==> src/rtl/sdr_init_pkg.sv <==
`timescale 1ns/1ps
package sdr_init_pkg;

  typedef enum logic [3:0] {
    S_IDLE    = 4'd0,
    S_CKE_UP  = 4'd1,
    S_PRE     = 4'd2,
    S_W_PRE   = 4'd3,
    S_REF_A   = 4'd4,
    S_W_REF_A = 4'd5,
    S_REF_B   = 4'd6,
    S_W_REF_B = 4'd7,
    S_LOAD    = 4'd8,
    S_W_LOAD  = 4'd9,
    S_READY   = 4'd10
  } init_state_e;

  typedef struct packed {
    logic cs_n;
    logic ras_n;
    logic cas_n;
    logic we_n;
  } mem_cmd_t;

  localparam mem_cmd_t CMD_NOP  = 4'b0111;
  localparam mem_cmd_t CMD_PRE  = 4'b0010;
  localparam mem_cmd_t CMD_AREF = 4'b0001;
  localparam mem_cmd_t CMD_LOAD = 4'b0000;

  // Number of NOP cycles that must separate a command from the next one:
  // ceil(t/tCK) cycles in total, one of which is the command cycle itself.
  function automatic int gap_cycles(input int t_ps, input int clk_ps);
    int total;
    if (t_ps <= clk_ps) return 0;
    total = (t_ps + clk_ps - 1) / clk_ps;
    return total - 1;
  endfunction

endpackage

==> src/rtl/sdr_init_timer.sv <==
`timescale 1ns/1ps
module sdr_init_timer #(
  parameter int CNT_W = 4
) (
  input  logic             clk,
  input  logic             rst_n,
  input  logic             clr,
  output logic [CNT_W-1:0] cnt
);
  localparam logic [CNT_W-1:0] TOP = {CNT_W{1'b1}};

  // Shared wait counter: cleared on every state change, saturates when held.
  always_ff @(posedge clk or negedge rst_n) begin
    if (!rst_n)          cnt <= '0;
    else if (clr)        cnt <= '0;
    else if (cnt != TOP) cnt <= cnt + 1'b1;
  end
endmodule

==> src/rtl/sdr_init_fsm.sv <==
`timescale 1ns/1ps
module sdr_init_fsm
  import sdr_init_pkg::*;
#(
  parameter int WAIT_RP  = 2,
  parameter int WAIT_RFC = 11,
  parameter int WAIT_MRD = 1,
  parameter int CNT_W    = 4
) (
  input  logic             clk,
  input  logic             rst_n,
  input  logic             pwr_stable,
  input  logic             mode_reload,
  input  logic [CNT_W-1:0] cnt,
  output init_state_e      state,
  output logic             cnt_clr,
  output logic             done
);
  // A gap of zero cycles removes its wait state from the graph entirely.
  localparam init_state_e AFTER_PRE   = (WAIT_RP  > 0) ? S_W_PRE   : S_REF_A;
  localparam init_state_e AFTER_REF_A = (WAIT_RFC > 0) ? S_W_REF_A : S_REF_B;
  localparam init_state_e AFTER_REF_B = (WAIT_RFC > 0) ? S_W_REF_B : S_LOAD;
  localparam init_state_e AFTER_LOAD  = (WAIT_MRD > 0) ? S_W_LOAD  : S_READY;

  localparam logic [CNT_W-1:0] RP_LAST  = CNT_W'(WAIT_RP  - 1);
  localparam logic [CNT_W-1:0] RFC_LAST = CNT_W'(WAIT_RFC - 1);
  localparam logic [CNT_W-1:0] MRD_LAST = CNT_W'(WAIT_MRD - 1);

  init_state_e nxt;

  always_comb begin
    nxt = state;
    unique case (state)
      S_IDLE:    if (pwr_stable) nxt = S_CKE_UP;
      S_CKE_UP:  nxt = S_PRE;
      S_PRE:     nxt = AFTER_PRE;
      S_W_PRE:   if (cnt == RP_LAST)  nxt = S_REF_A;
      S_REF_A:   nxt = AFTER_REF_A;
      S_W_REF_A: if (cnt == RFC_LAST) nxt = S_REF_B;
      S_REF_B:   nxt = AFTER_REF_B;
      S_W_REF_B: if (cnt == RFC_LAST) nxt = S_LOAD;
      S_LOAD:    nxt = AFTER_LOAD;
      S_W_LOAD:  if (cnt == MRD_LAST) nxt = S_READY;
      S_READY:   if (mode_reload) nxt = S_LOAD;
      default:   nxt = S_IDLE;
    endcase
  end

  // Any change of state restarts the shared counter from zero.
  assign cnt_clr = (nxt != state);

  always_ff @(posedge clk or negedge rst_n) begin
    if (!rst_n) begin
      state <= S_IDLE;
      done  <= 1'b0;
    end else begin
      state <= nxt;
      if (nxt == S_READY) done <= 1'b1;
    end
  end
endmodule

==> src/rtl/sdr_init_cmdgen.sv <==
`timescale 1ns/1ps
module sdr_init_cmdgen
  import sdr_init_pkg::*;
#(
  parameter int ADDR_W = 13,
  parameter int BA_W   = 2
) (
  input  init_state_e       state,
  input  logic [2:0]        burst_len,
  input  logic              burst_ilv,
  input  logic [2:0]        cas_lat,
  output logic              cke,
  output mem_cmd_t          cmd,
  output logic [ADDR_W-1:0] addr,
  output logic [BA_W-1:0]   ba
);
  localparam int AP_BIT = 10;

  assign cke = (state != S_IDLE);
  assign ba  = '0;

  always_comb begin
    cmd  = CMD_NOP;
    addr = '0;
    unique case (state)
      S_PRE: begin
        cmd          = CMD_PRE;
        addr[AP_BIT] = 1'b1;
      end
      S_REF_A, S_REF_B: cmd = CMD_AREF;
      S_LOAD: begin
        cmd        = CMD_LOAD;
        addr[2:0]  = burst_len;
        addr[3]    = burst_ilv;
        addr[6:4]  = cas_lat;
      end
      default: cmd = CMD_NOP;
    endcase
  end
endmodule

==> src/rtl/sdr_init_seq.sv <==
`timescale 1ns/1ps
module sdr_init_seq
  import sdr_init_pkg::*;
#(
  parameter int CLK_PS   = 5000,
  parameter int T_RP_PS  = 15000,
  parameter int T_RFC_PS = 60000,
  parameter int T_MRD_PS = 10000,
  parameter int ADDR_W   = 13,
  parameter int BA_W     = 2
) (
  input  logic              clk,
  input  logic              rst_n,
  input  logic              pwr_stable,
  input  logic              mode_reload,
  input  logic [2:0]        burst_len,
  input  logic              burst_ilv,
  input  logic [2:0]        cas_lat,
  output logic              mem_cke,
  output logic              mem_cs_n,
  output logic              mem_ras_n,
  output logic              mem_cas_n,
  output logic              mem_we_n,
  output logic [ADDR_W-1:0] mem_addr,
  output logic [BA_W-1:0]   mem_ba,
  output logic [3:0]        seq_state,
  output logic              init_done
);
  localparam int WAIT_RP  = gap_cycles(T_RP_PS,  CLK_PS);
  localparam int WAIT_RFC = gap_cycles(T_RFC_PS, CLK_PS);
  localparam int WAIT_MRD = gap_cycles(T_MRD_PS, CLK_PS);
  localparam int MAX_A    = (WAIT_RP > WAIT_RFC) ? WAIT_RP : WAIT_RFC;
  localparam int MAX_WAIT = (MAX_A > WAIT_MRD) ? MAX_A : WAIT_MRD;
  localparam int CNT_W    = $clog2(MAX_WAIT + 2);

  init_state_e      st;
  logic             cnt_clr;
  logic [CNT_W-1:0] cnt;
  mem_cmd_t         cmd;

  sdr_init_timer #(.CNT_W(CNT_W)) u_timer (
    .clk   (clk),
    .rst_n (rst_n),
    .clr   (cnt_clr),
    .cnt   (cnt)
  );

  sdr_init_fsm #(
    .WAIT_RP  (WAIT_RP),
    .WAIT_RFC (WAIT_RFC),
    .WAIT_MRD (WAIT_MRD),
    .CNT_W    (CNT_W)
  ) u_fsm (
    .clk         (clk),
    .rst_n       (rst_n),
    .pwr_stable  (pwr_stable),
    .mode_reload (mode_reload),
    .cnt         (cnt),
    .state       (st),
    .cnt_clr     (cnt_clr),
    .done        (init_done)
  );

  sdr_init_cmdgen #(.ADDR_W(ADDR_W), .BA_W(BA_W)) u_cmd (
    .state     (st),
    .burst_len (burst_len),
    .burst_ilv (burst_ilv),
    .cas_lat   (cas_lat),
    .cke       (mem_cke),
    .cmd       (cmd),
    .addr      (mem_addr),
    .ba        (mem_ba)
  );

  assign mem_cs_n  = cmd.cs_n;
  assign mem_ras_n = cmd.ras_n;
  assign mem_cas_n = cmd.cas_n;
  assign mem_we_n  = cmd.we_n;
  assign seq_state = st;
endmodule

==> config.mk <==
export PLATFORM = sky130hd
export DESIGN_NAME = sdr_init_seq
export DESIGN_NICKNAME = d
export VERILOG_FILES = /design/src/rtl/sdr_init_pkg.sv /design/src/rtl/sdr_init_timer.sv /design/src/rtl/sdr_init_fsm.sv /design/src/rtl/sdr_init_cmdgen.sv /design/src/rtl/sdr_init_seq.sv
export SDC_FILE = /design/constraint.sdc
export NUM_CORES = 1
export LEC_CHECK = 0
export BUFFER_PORTS_ARGS = -buffer_cell sky130_fd_sc_hd__buf_2
export CELL_PAD_IN_SITES_DETAIL_PLACEMENT = 1
export CELL_PAD_IN_SITES_GLOBAL_PLACEMENT = 1
export CORE_MARGIN = 5
export CORE_UTILIZATION = 35
export DETAILED_ROUTE_END_ITERATION = 8
export PLACE_DENSITY_LB_ADDON = 0.1
export RECOVER_POWER = 100
export SLEW_MARGIN = 20
export SYNTH_ARGS = -nofsm -noshare
export SYNTH_HDL_FRONTEND = slang
export SYNTH_SLANG_ARGS = --single-unit
export TNS_END_PERCENT = 1
==> constraint.sdc <==
create_clock -name clk -period 4.3 [get_ports clk]
set_input_delay 0.215 -clock clk [delete_from_list [all_inputs] [get_ports clk]]
set_output_delay 0.215 -clock clk [all_outputs]
set_load 0.01 [all_outputs]
==> impl_metrics.csv, run 1 <==
group,metric,value,unit
timing,finalSetupViolCount,0,
setup_path,rrSetupSlack,2.42,ns
logic_synthesis,syn_inst,93,
run,drv_cap,0,
timing,timing.fmax,449,MHz
timing,hold_violations,0,
logic_synthesis,synth-seq-area-share,28.2,%
placement,io_buffer_count,27,
logic_synthesis,synth_ff_type,"dfrtp_1",
logic_synthesis,synth_edf_count,0,
timing,maxSlewViolCount,0,
finish,area.growth.synth_to_final,16.9,%
route,routedWlPerCell,14.1,um
setup_path,critPathCaptureType,"primary output",
setup_path,critPathLaunchType,"flip-flop",
cts,root_buffer,"clkbuf_4",
placement,pre_cts_slack,2.42,ns
setup_path,crit_start,"u_fsm.state[3]",
global_routing,grt_pass1_wl,3390,um
timing,min_period_over_period,51.8,%
logic_synthesis,async_flop_share,100,%
logic_synthesis,synth_top_cell_area_share,28.2,%
route,antenna_left,0,
cts,cts_buffer_depth,2,
power_and_ir_drop,clock_power_share,12.4,%
logic_synthesis,synth_cell_types,35,
cts,htreeDepth,1,
global_routing,grt_max_degree,18,
floorplanning,core,2190,sq um
cts,clkTransAtPathRegs,0.06,ns
logic_synthesis,synth_warnings,0,
timing,setup_ws,2.07,ns
finish,final-instance-count-excl-fill,148,
cts,cts_tree,"built",
cts,cts_made_buffers,3,
global_routing,antenna_found_initial,0,
finish,utilization,42.6,%
cts,clock_latency,0.25,ns
floorplanning,initial_utilization,36.4,%
cts,cts.sinks,9,
timing,min_period,2.23,ns
setup_path,crit_fanout,17,
setup_path,critPathArrivalTime,2.01,ns
logic_synthesis,syn-cell-area,798,sq um
placement,hpwl,1640,um
hold_path,hold_path.class,"in2reg",
global_routing,grt_overflow_total,0,
timing,tns,0,ns
timing,rsz0062_at_grt,"no",
route,wl,2090,um
global_routing,grt_pass1_vias,742,
power_and_ir_drop,power_per_cell_area,539,nW/um^2
logic_synthesis,synth.avg_cell_area,8.58,sq um
power_and_ir_drop,cellLeakagePower,0.422,nW
power_and_ir_drop,p_seq_share,36.7,%
power_and_ir_drop,switching_share,48.9,%
floorplanning,io_pins,36,
logic_synthesis,yosys-top-cells-area,"dfrtp_1 (28%), buf_4 (7.5%), ha_1 (6.3%)",
finish,fill_cells,288,
setup_path,cp.required,4.09,ns
placement,gp_congestion,0.784,
outcome,status,"completed",
power_and_ir_drop,intPower,257,uW
finish,insertedDiodeCount,0,
timing,fin_skew,0.00126,ns
route,drc,0,
logic_synthesis,synth_top_cell_by_area,"dfrtp_1",
hold_path,min_from,"pwr_stable",
floorplanning,die_w,57.8,um
logic_synthesis,ys_ff_latch,9,
route,drt_iter0_markers,2,
route,vias_per_cell,5.07,
floorplanning,die_height,57.8,um
placement,dpl.cell_count,143,
finish,nNetsFinal,136,
floorplanning,core.rowCount,17,
route,num_vias,751,
setup_path,crit_type,"reg2out",
finish,drive_gt1_share,19.2,%
route,firstDrtPassIters,3,
global_routing,grt.total_usage,12.6,%
power_and_ir_drop,pwr-share-comb,50.8,%
setup_path,r2r_start,"u_timer.cnt[0]",
cts,cts_setup_buffers,0,
floorplanning,die_area,3340,sq um
power_and_ir_drop,peakVddDrop,0.000270,V
power_and_ir_drop,p_switching,246,uW
==> worst max-delay path, cell delays in order (launching register included) <==
cell and delay (ns):
dfrtp_1 0.65, or3b_1 0.49, nor2_1 0.28, and2_1 0.17, clkbuf_1 0.16
==> area by class of cell <==
type | instances | area [sq um] | area share [%]
Tap cell | 28 | 35.0 | 3.75
Inverter | 3 | 11.3 | 1.21
Multi-Input combinational cell | 76 | 503 | 53.9
Sequential cell | 9 | 225 | 24.1
Timing Repair Buffer | 28 | 133 | 14.2
Clock buffer | 4 | 26.3 | 2.82
==> cell families (layout without fill, tap and decap cells) <==
kind of cell | count (synthesis) | in the layout | synth area share [%]
AOI/OAI and AO/OA | 14 | 14 | 11.4
xor gates and xnor gates | 3 | 3 | 3.29
adders and majority gates | 4 | 4 | 6.27
buffers and inverters | 15 | 35 | 11.1
DFF | 9 | 9 | 28.2
muxes | 3 | 3 | 3.76
other | 1 | 8 | 0.470
and+or+nand+nor | 44 | 44 | 35.4
==> cell usage after synthesis, types with 2 or more instances <==
library cell,n
ha_1,4
nor3b_2,2
buf_2,2
inv_1,3
nand2b_1,5
clkbuf_1,2
mux2i_1,3
or3_1,2
o21ai_1,4
nand2_1,3
dfrtp_1,9
and2_1,7
o21ai_0,3
buf_4,8
nand3_1,4
nor2_1,3
nand3b_1,4
nor3_1,7
xor2_1,2
==> cells in the final DEF, fill, tap and decap left out, types with 4 or more instances in the layout <==
cell type | Yosys | layout
ha_1 | 4 | 4
nand3b_1 | 4 | 4
conb_1 | 1 | 8
clkbuf_1 | 2 | 11
dfrtp_1 | 9 | 9
buf_2 | 2 | 17
nand2b_1 | 5 | 5
o21ai_0 | 3 | 5
nor3_1 | 7 | 7
and2_0 | 0 | 6
nand3_1 | 4 | 4
==> metrics by stage <==
| stage | hold slack [ns] | power (mW) | instance area [sq um] |
|---|---|---|---|
| 6_report | 0.367 | 0.503 | 933 |
| 5_1_grt | 0.395 | 0.554 | 933 |
| 4_1_cts | 0.300 | 0.522 | 953 |
| 3_5_place_dp | 0.0743 | 0.456 | 917 |
| 3_3_place_gp | 0.0702 | 0.449 | 917 |
| 2_1_floorplan | -0.0806 | 0.369 | 825 |
==> worst paths after layout <==
check	to	cells past startpoint
max in group asynchronous	u_fsm.state[2]	2
max	mem_addr[2]	4
min in group asynchronous	u_timer.cnt[1]	2
max reg2reg	u_timer.cnt[0]	6
min	u_fsm.state[0]	3
min reg2reg	u_fsm.done	1
==> power by group through the flow <==
| stage | logic, mW | registers [mW] | clock network (mW) |
|---|---|---|---|
| after CTS | 0.271 | 0.186 | 0.0650 |
| after global placement | 0.263 | 0.187 | 0 |
| after detailed placement | 0.269 | 0.187 | 0 |
| after global routing | 0.288 | 0.196 | 0.0703 |
| after floorplan | 0.219 | 0.150 | 0 |
| final | 0.256 | 0.185 | 0.0625 |
==> routing by layer <==
layer  wire length (um)  share of wire (%)  GRT usage, %
met1                893                 43          15.0
met2               1070                 51          22.3
met3                107                5.1          2.90
met4                 23                1.1          4.30
met5                  0                  0             0
==> flip-flops by register name, indices dropped and copies added, names as in the netlist <==
signal	cells
u_fsm.done	1
u_fsm.state	4
u_timer.cnt	4
==> timing repair <==
action | 4_1_cts | 5_1_grt
gates resized for setup | 0 | 0
endpoints found under the hold margin | 9 | 0
setup endpoints to repair | 0 | 0
hold buffers | 1 | 0
No activity file was read; power rests on OpenSTA's default activity.
==> run 2, diff against run 1 <==
CORE_UTILIZATION = 32   (was 35)
clock period = 2.3 ns   (was 4.3 ns; I/O delays follow)
==> run 2 against run 1 <==
Compared with the run above:
- first-iteration DRC count shrank 50%
- utilization shrank 4.5 points
- non-clock buffer count grew 1
- final area shrank 0.67%
- clock power grew 84%
- cell count grew 2.0%
- register-to-register slack lost 2.2 ns
- hold slack lost 0.18 ns
- global-route usage shrank 0.96 points
- critical endpoint is now u_timer.cnt[0]
- highest routed layer unchanged
==> impl_metrics.csv, run 2 (same netlist as run 1, synthesis figures left out) <==
group,metric,value,unit
setup_path,path_delay_family,"simple AND/OR/NAND/NOR gates",
cts,clock_latency,0.25,ns
timing,fin_skew,0.00125,ns
floorplanning,die_height,59.9,um
setup_path,crit_type,"reg2reg",
setup_path,cp_slowest_cell,"nor3b_1",
route,vias_per_cell,4.70,
global_routing,grt.total_usage,11.7,%
power_and_ir_drop,peakVddDrop,0.000566,V
timing,min_period,2.06,ns
setup_path,crit_fanout,5,
route,wl,2030,um
finish,layout_common_cells,"buf_2 (16), clkbuf_1 (13), dfrtp_1 (9)",
setup_path,path_buf_inv,1,
setup_path,critPathCaptureType,"flip-flop",
floorplanning,die_area,3590,sq um
cts,cts_setup_buffers,0,
cts,htreeDepth,1,
setup_path,rrSetupSlack,0.24,ns
floorplanning,core.rowCount,18,
global_routing,grt_max_degree,18,
finish,fin_area,927,sq um
finish,fill_cells,323,
timing,whs,0.191,ns
floorplanning,core,2430,sq um
finish,largestRegisters,"u_fsm.state: 4 flops, u_timer.cnt: 4 flops, u_fsm.done: 1 flops",
finish,area.growth.synth_to_final,16.1,%
global_routing,antenna_found_initial,0,
timing,min_period_over_period,89.4,%
power_and_ir_drop,power_per_cell_area,985,nW/um^2
timing,hold_violations,0,
run,drv_cap,0,
global_routing,grt_overflow_total,0,
placement,io_buffer_count,27,
timing,finalSetupViolCount,0,
cts,cts_resized,0,
timing,rsz0062_at_grt,"no",
setup_path,max_stage_delay,0.51,ns
finish,drive_gt1_share,16.5,%
hold_path,hold_path.class,"in2reg",
route,routedWlPerCell,13.4,um
placement,dpl.cell_count,146,
finish,insertedDiodeCount,0,
cts,cts_tree,"built",
power_and_ir_drop,cellLeakagePower,0.420,nW
global_routing,grt_pass1_wl,3130,um
route,antenna_left,0,
outcome,status,"completed",
route,drc,0,
power_and_ir_drop,power,913,uW
route,drt_iter0_markers,1,
finish,final-instance-count-excl-fill,151,
floorplanning,io_pins,36,
timing,worstMarginPinSlew,0.559,ns
setup_path,cp.required,2.41,ns
cts,cts_buffer_depth,2,
route,firstDrtPassIters,2,
timing,tns,0,ns
timing,maxSlewViolCount,0,
placement,hpwl,1600,um
setup_path,cp_cell_sequence,"inv_1, ha_1, nor3b_1, o22ai_1, nor3b_1, nor3_1",
cts,cts_made_buffers,3,
placement,gp_congestion,0.800,
finish,nNetsFinal,137,
placement,post_dp_cell_area,927,sq um
cts,root_buffer,"clkbuf_4",
finish,layout_commonest_cell,"buf_2",
setup_path,critPathArrivalTime,2.16,ns
cts,cts_hold_buf,1,
route,num_vias,710,
setup_path,crit_path_frequent_cell,"nor3b_1",
cts,clkTransAtPathRegs,0.06,ns
floorplanning,initial_utilization,32.8,%
setup_path,critPathLaunchType,"flip-flop",
floorplanning,die_w,59.9,um
timing,timing.fmax,487,MHz
cts,cts.sinks,9,
timing,maxSlewHeadroom,62.6,%
global_routing,grt_pass1_vias,678,
-- run 2: per-layer routing --
metal | part of all wire [%] | vias to the layer above | routed length (um) | global-route usage (%)
li1 | - | 365 | - | -
met1 | 47 | 322 | 958 | 15.6
met2 | 44 | 21 | 895 | 17.9
met3 | 7.7 | 2 | 156 | 2.81
met4 | 0.84 | 0 | 17 | 4.75
met5 | 0 | - | 0 | 0
-- run 2: final cells by class --
type | instances | area (sq um) | share of cell area [%]
flip-flops and latches | 9 | 225 | 24.3
inverters | 3 | 11.3 | 1.21
well taps | 30 | 37.5 | 4.05
repair buffers | 29 | 135 | 14.6
multi-input cells | 76 | 492 | 53.0
clock buffers | 4 | 26.3 | 2.83
-- run 2: metrics by stage --
step	utilization (%)	setup slack, ns
floorplan	-	0.892
global placement	38.1	0.596
detailed placement	38.1	0.590
CTS	39.6	0.309
global route	38.1	0.0720
finish	38.1	0.245
-- run 2: path summary, 6_finish.rpt --
kind	depth (start not counted)	to	start
worst min-delay path	3	u_fsm.state[0]	pwr_stable
worst max register to register	6	u_timer.cnt[0]	u_timer.cnt[0]
min in group asynchronous	2	u_timer.cnt[3]	rst_n
worst max-delay path	6	u_timer.cnt[0]	u_timer.cnt[0]
max in group asynchronous	2	u_timer.cnt[0]	rst_n
worst min register to register	1	u_fsm.done	u_fsm.done
-- run 2: worst reg2reg max path: stages, from the launching register on --
cell and delay [ns]:
dfrtp_1 0.44, inv_1 0.11, ha_1 0.16, nor3b_1 0.40, o22ai_1 0.20, nor3b_1 0.51, nor3_1 0.10
-- run 2: where the power goes --
part | switching (mW) | internal [mW]
sequential | 0.138 | 0.206
clock | 0.0482 | 0.0664
combinational | 0.255 | 0.200
total | 0.441 | 0.472
==> run 3, diff against run 2 <==
ABC_AREA = 1   (was default)
CORE_UTILIZATION = 30   (was 32)
SETUP_SLACK_MARGIN = 0.3   (was default)
==> run 3 against run 2 <==
Compared with the run above:
- global-route usage is 1.4 points higher
- final area is 5.4% higher
- non-clock buffer count is 1 lower
- sequential cell count stayed put
- cell count is 30% higher
- via count is 29% higher
- total power is 12% higher
- critical endpoint is now u_timer.cnt[3]
- largest cell class unchanged
==> impl_metrics.csv, run 3 <==
group,metric,value,unit
logic_synthesis,synth_commonest_cells,"nor2_1 (28), nand2_1 (27), inv_1 (20)",
cts,cts_made_buffers,3,
setup_path,critPathCaptureType,"flip-flop",
setup_path,cp_slowest_cell,"dfrtp_1",
floorplanning,die_height,62.8,um
global_routing,grt_pass1_vias,958,
logic_synthesis,synth.most_common_cell,"nor2_1",
route,drc,0,
finish,area.growth.synth_to_final,16.7,%
logic_synthesis,synth_edf_count,0,
global_routing,globalRouteMet1Util,16.0,%
route,firstDrtPassIters,4,
finish,drive_gt1_share,10.2,%
hold_path,hold_path_depth,5,
setup_path,critPathArrivalTime,2.01,ns
logic_synthesis,synth.avg_cell_area,6.15,sq um
setup_path,critPathLaunchType,"flip-flop",
logic_synthesis,synth-seq-area-share,26.9,%
placement,io_buffer_count,27,
logic_synthesis,ys_ff_latch,9,
run,drv_cap,0,
route,num_vias,913,
logic_synthesis,syn_inst,136,
power_and_ir_drop,cellLeakagePower,0.523,nW
global_routing,grt_pass1_wl,4270,um
floorplanning,core,2710,sq um
setup_path,rrSetupSlack,0.46,ns
timing,timing.fmax,543,MHz
global_routing,met2_usage,22.8,%
logic_synthesis,synth_cell_types,20,
global_routing,grt_max_degree,11,
power_and_ir_drop,peakVddDrop,0.000641,V
cts,cts_buffer_depth,2,
setup_path,cp.required,2.47,ns
placement,hpwl,2160,um
setup_path,ff2ff_path_depth,8,
cts,cts_setup_buffers,0,
power_and_ir_drop,power_per_cell_area,1050,nW/um^2
finish,nNetsFinal,182,
floorplanning,io_pins,36,
global_routing,grt_overflow_total,0,
logic_synthesis,yosys-top-cells-area,"dfrtp_1 (27%), nor2_1 (13%), nand2_1 (12%)",
timing,setup_ws,0.457,ns
logic_synthesis,synth_warnings,0,
timing,tns,0,ns
timing,min_period_over_period,80.1,%
cts,cts.sinks,9,
logic_synthesis,synth_top_cell_area_share,26.9,%
global_routing,antenna_found_initial,0,
timing,rsz0062_at_grt,"no",
setup_path,max_stage_delay,0.55,ns
finish,utilization,36.1,%
route,antenna_left,0,
global_routing,busiest_layer,"met2",
logic_synthesis,synth_top_cell_by_area,"dfrtp_1",
timing,min_period,1.84,ns
finish,fill_cells,379,
floorplanning,die_w,62.8,um
timing,fin_skew,0.00132,ns
setup_path,crit_type,"reg2reg",
route,drt_iter0_markers,17,
cts,clkTransAtPathRegs,0.05,ns
hold_path,hold_path.class,"in2reg",
global_routing,met3_usage,1.62,%
finish,layout_common_cells,"nand2_1 (29), nor2_1 (29), inv_1 (21)",
outcome,status,"completed",
global_routing,grt.total_usage,13.1,%
setup_path,crit_fanout,10,
floorplanning,die_area,3950,sq um
logic_synthesis,synth_ff_type,"dfrtp_1",
route,wl,2530,um
setup_path,cp_cell_sequence,"nor2_1, nand2_1, nand2_1, nor2_1, nand3_1, nand2_1, nand2_1, nor3_1",
setup_path,crit_path_frequent_cell,"nand2_1",
cts,cts_tree,"built",
logic_synthesis,async_flop_share,100,%
floorplanning,initial_utilization,30.9,%
cts,clock_latency,0.26,ns
placement,pre_cts_slack,0.492,ns
cts,root_buffer,"clkbuf_4",
placement,gp_congestion,0.804,
timing,finalSetupViolCount,0,
finish,insertedDiodeCount,0,
logic_synthesis,syn-cell-area,837,sq um
route,vias_per_cell,4.63,
timing,hold_violations,0,
cts,htreeDepth,1,
floorplanning,core.rowCount,19,
route,routedWlPerCell,12.9,um
timing,maxSlewViolCount,0,
finish,largestRegisters,"u_fsm.state: 4 flops, u_timer.cnt: 4 flops, u_fsm.done: 1 flops",
==> run 3: cell count changes after synthesis, moves of 5 or more <==
cell      before  now
nor2_1         3   28
nand2_1        3   27
inv_1          3   20
nand3_1        4   12
and2_1         7    0
nand2b_1       5    0
==> run 3: metal layers <==
layer | vias up | routed length, um
met3 | 5 | 112
met1 | 423 | 1130
met5 | - | 0
met4 | 0 | 40
li1 | 467 | -
met2 | 18 | 1250
==> run 3: worst paths after layout <==
path	startpoint	endpoint
min reg2reg	u_fsm.done	u_fsm.done
min in group asynchronous	rst_n	u_fsm.state[3]
min	pwr_stable	u_fsm.state[0]
max	u_fsm.state[0]	u_timer.cnt[3]
max in group asynchronous	rst_n	u_timer.cnt[2]
max reg2reg	u_fsm.state[0]	u_timer.cnt[3]
==> run 3: what timing repair did <==
item / in CTS / in global routing
gates resized for setup: 0 / 0
endpoints found under the setup margin: 0 / 0
hold buffers: 1 / 0
hold endpoints to repair: 9 / 0
==> run 3: cell type report <==
| type | instances | area [sq um] | area share, % |
|---|---|---|---|
| inverters | 21 | 78.8 | 8.07 |
| clock buffers | 4 | 26.3 | 2.69 |
| flip-flops and latches | 9 | 225 | 23.0 |
| repair buffers | 28 | 128 | 13.1 |
| well taps | 31 | 38.8 | 3.97 |
| multi-input cells | 104 | 480 | 49.2 |
==> run 3: power breakdown <==
group / switching, mW / internal (mW)
logic: 0.435 / 0.204
registers: 0.0718 / 0.200
clock network: 0.0490 / 0.0664
total: 0.556 / 0.470
==> run 3: through the flow <==
step	instances	area, sq um	power, mW	hold WS [ns]
floorplan	143	863	0.748	-0.181
global placement	192	966	0.934	-0.0345
detailed placement	192	966	0.943	-0.0306
CTS	197	1000	1.06	0.242
global route	197	977	1.14	0.369
finish	197	977	1.03	0.318
==> run 3: logic make-up after synthesis <==
logic type,count (synthesis),share of synthesized area (%)
AO/OA/AOI/OAI,9,5.68
XOR/XNOR,1,1.05
adder cells (fa/ha/maj),4,5.98
buffers and inverters,30,17.9
flip-flops,9,26.9
other,1,0.448
AND/OR/NAND/NOR,82,42.0
==> run 3: worst max-delay path: cells and delay by family, from the launching register on <==
kind / cells / cell delay (ns)
DFF: 1 / 0.55
and+or+nand+nor: 8 / 1.20
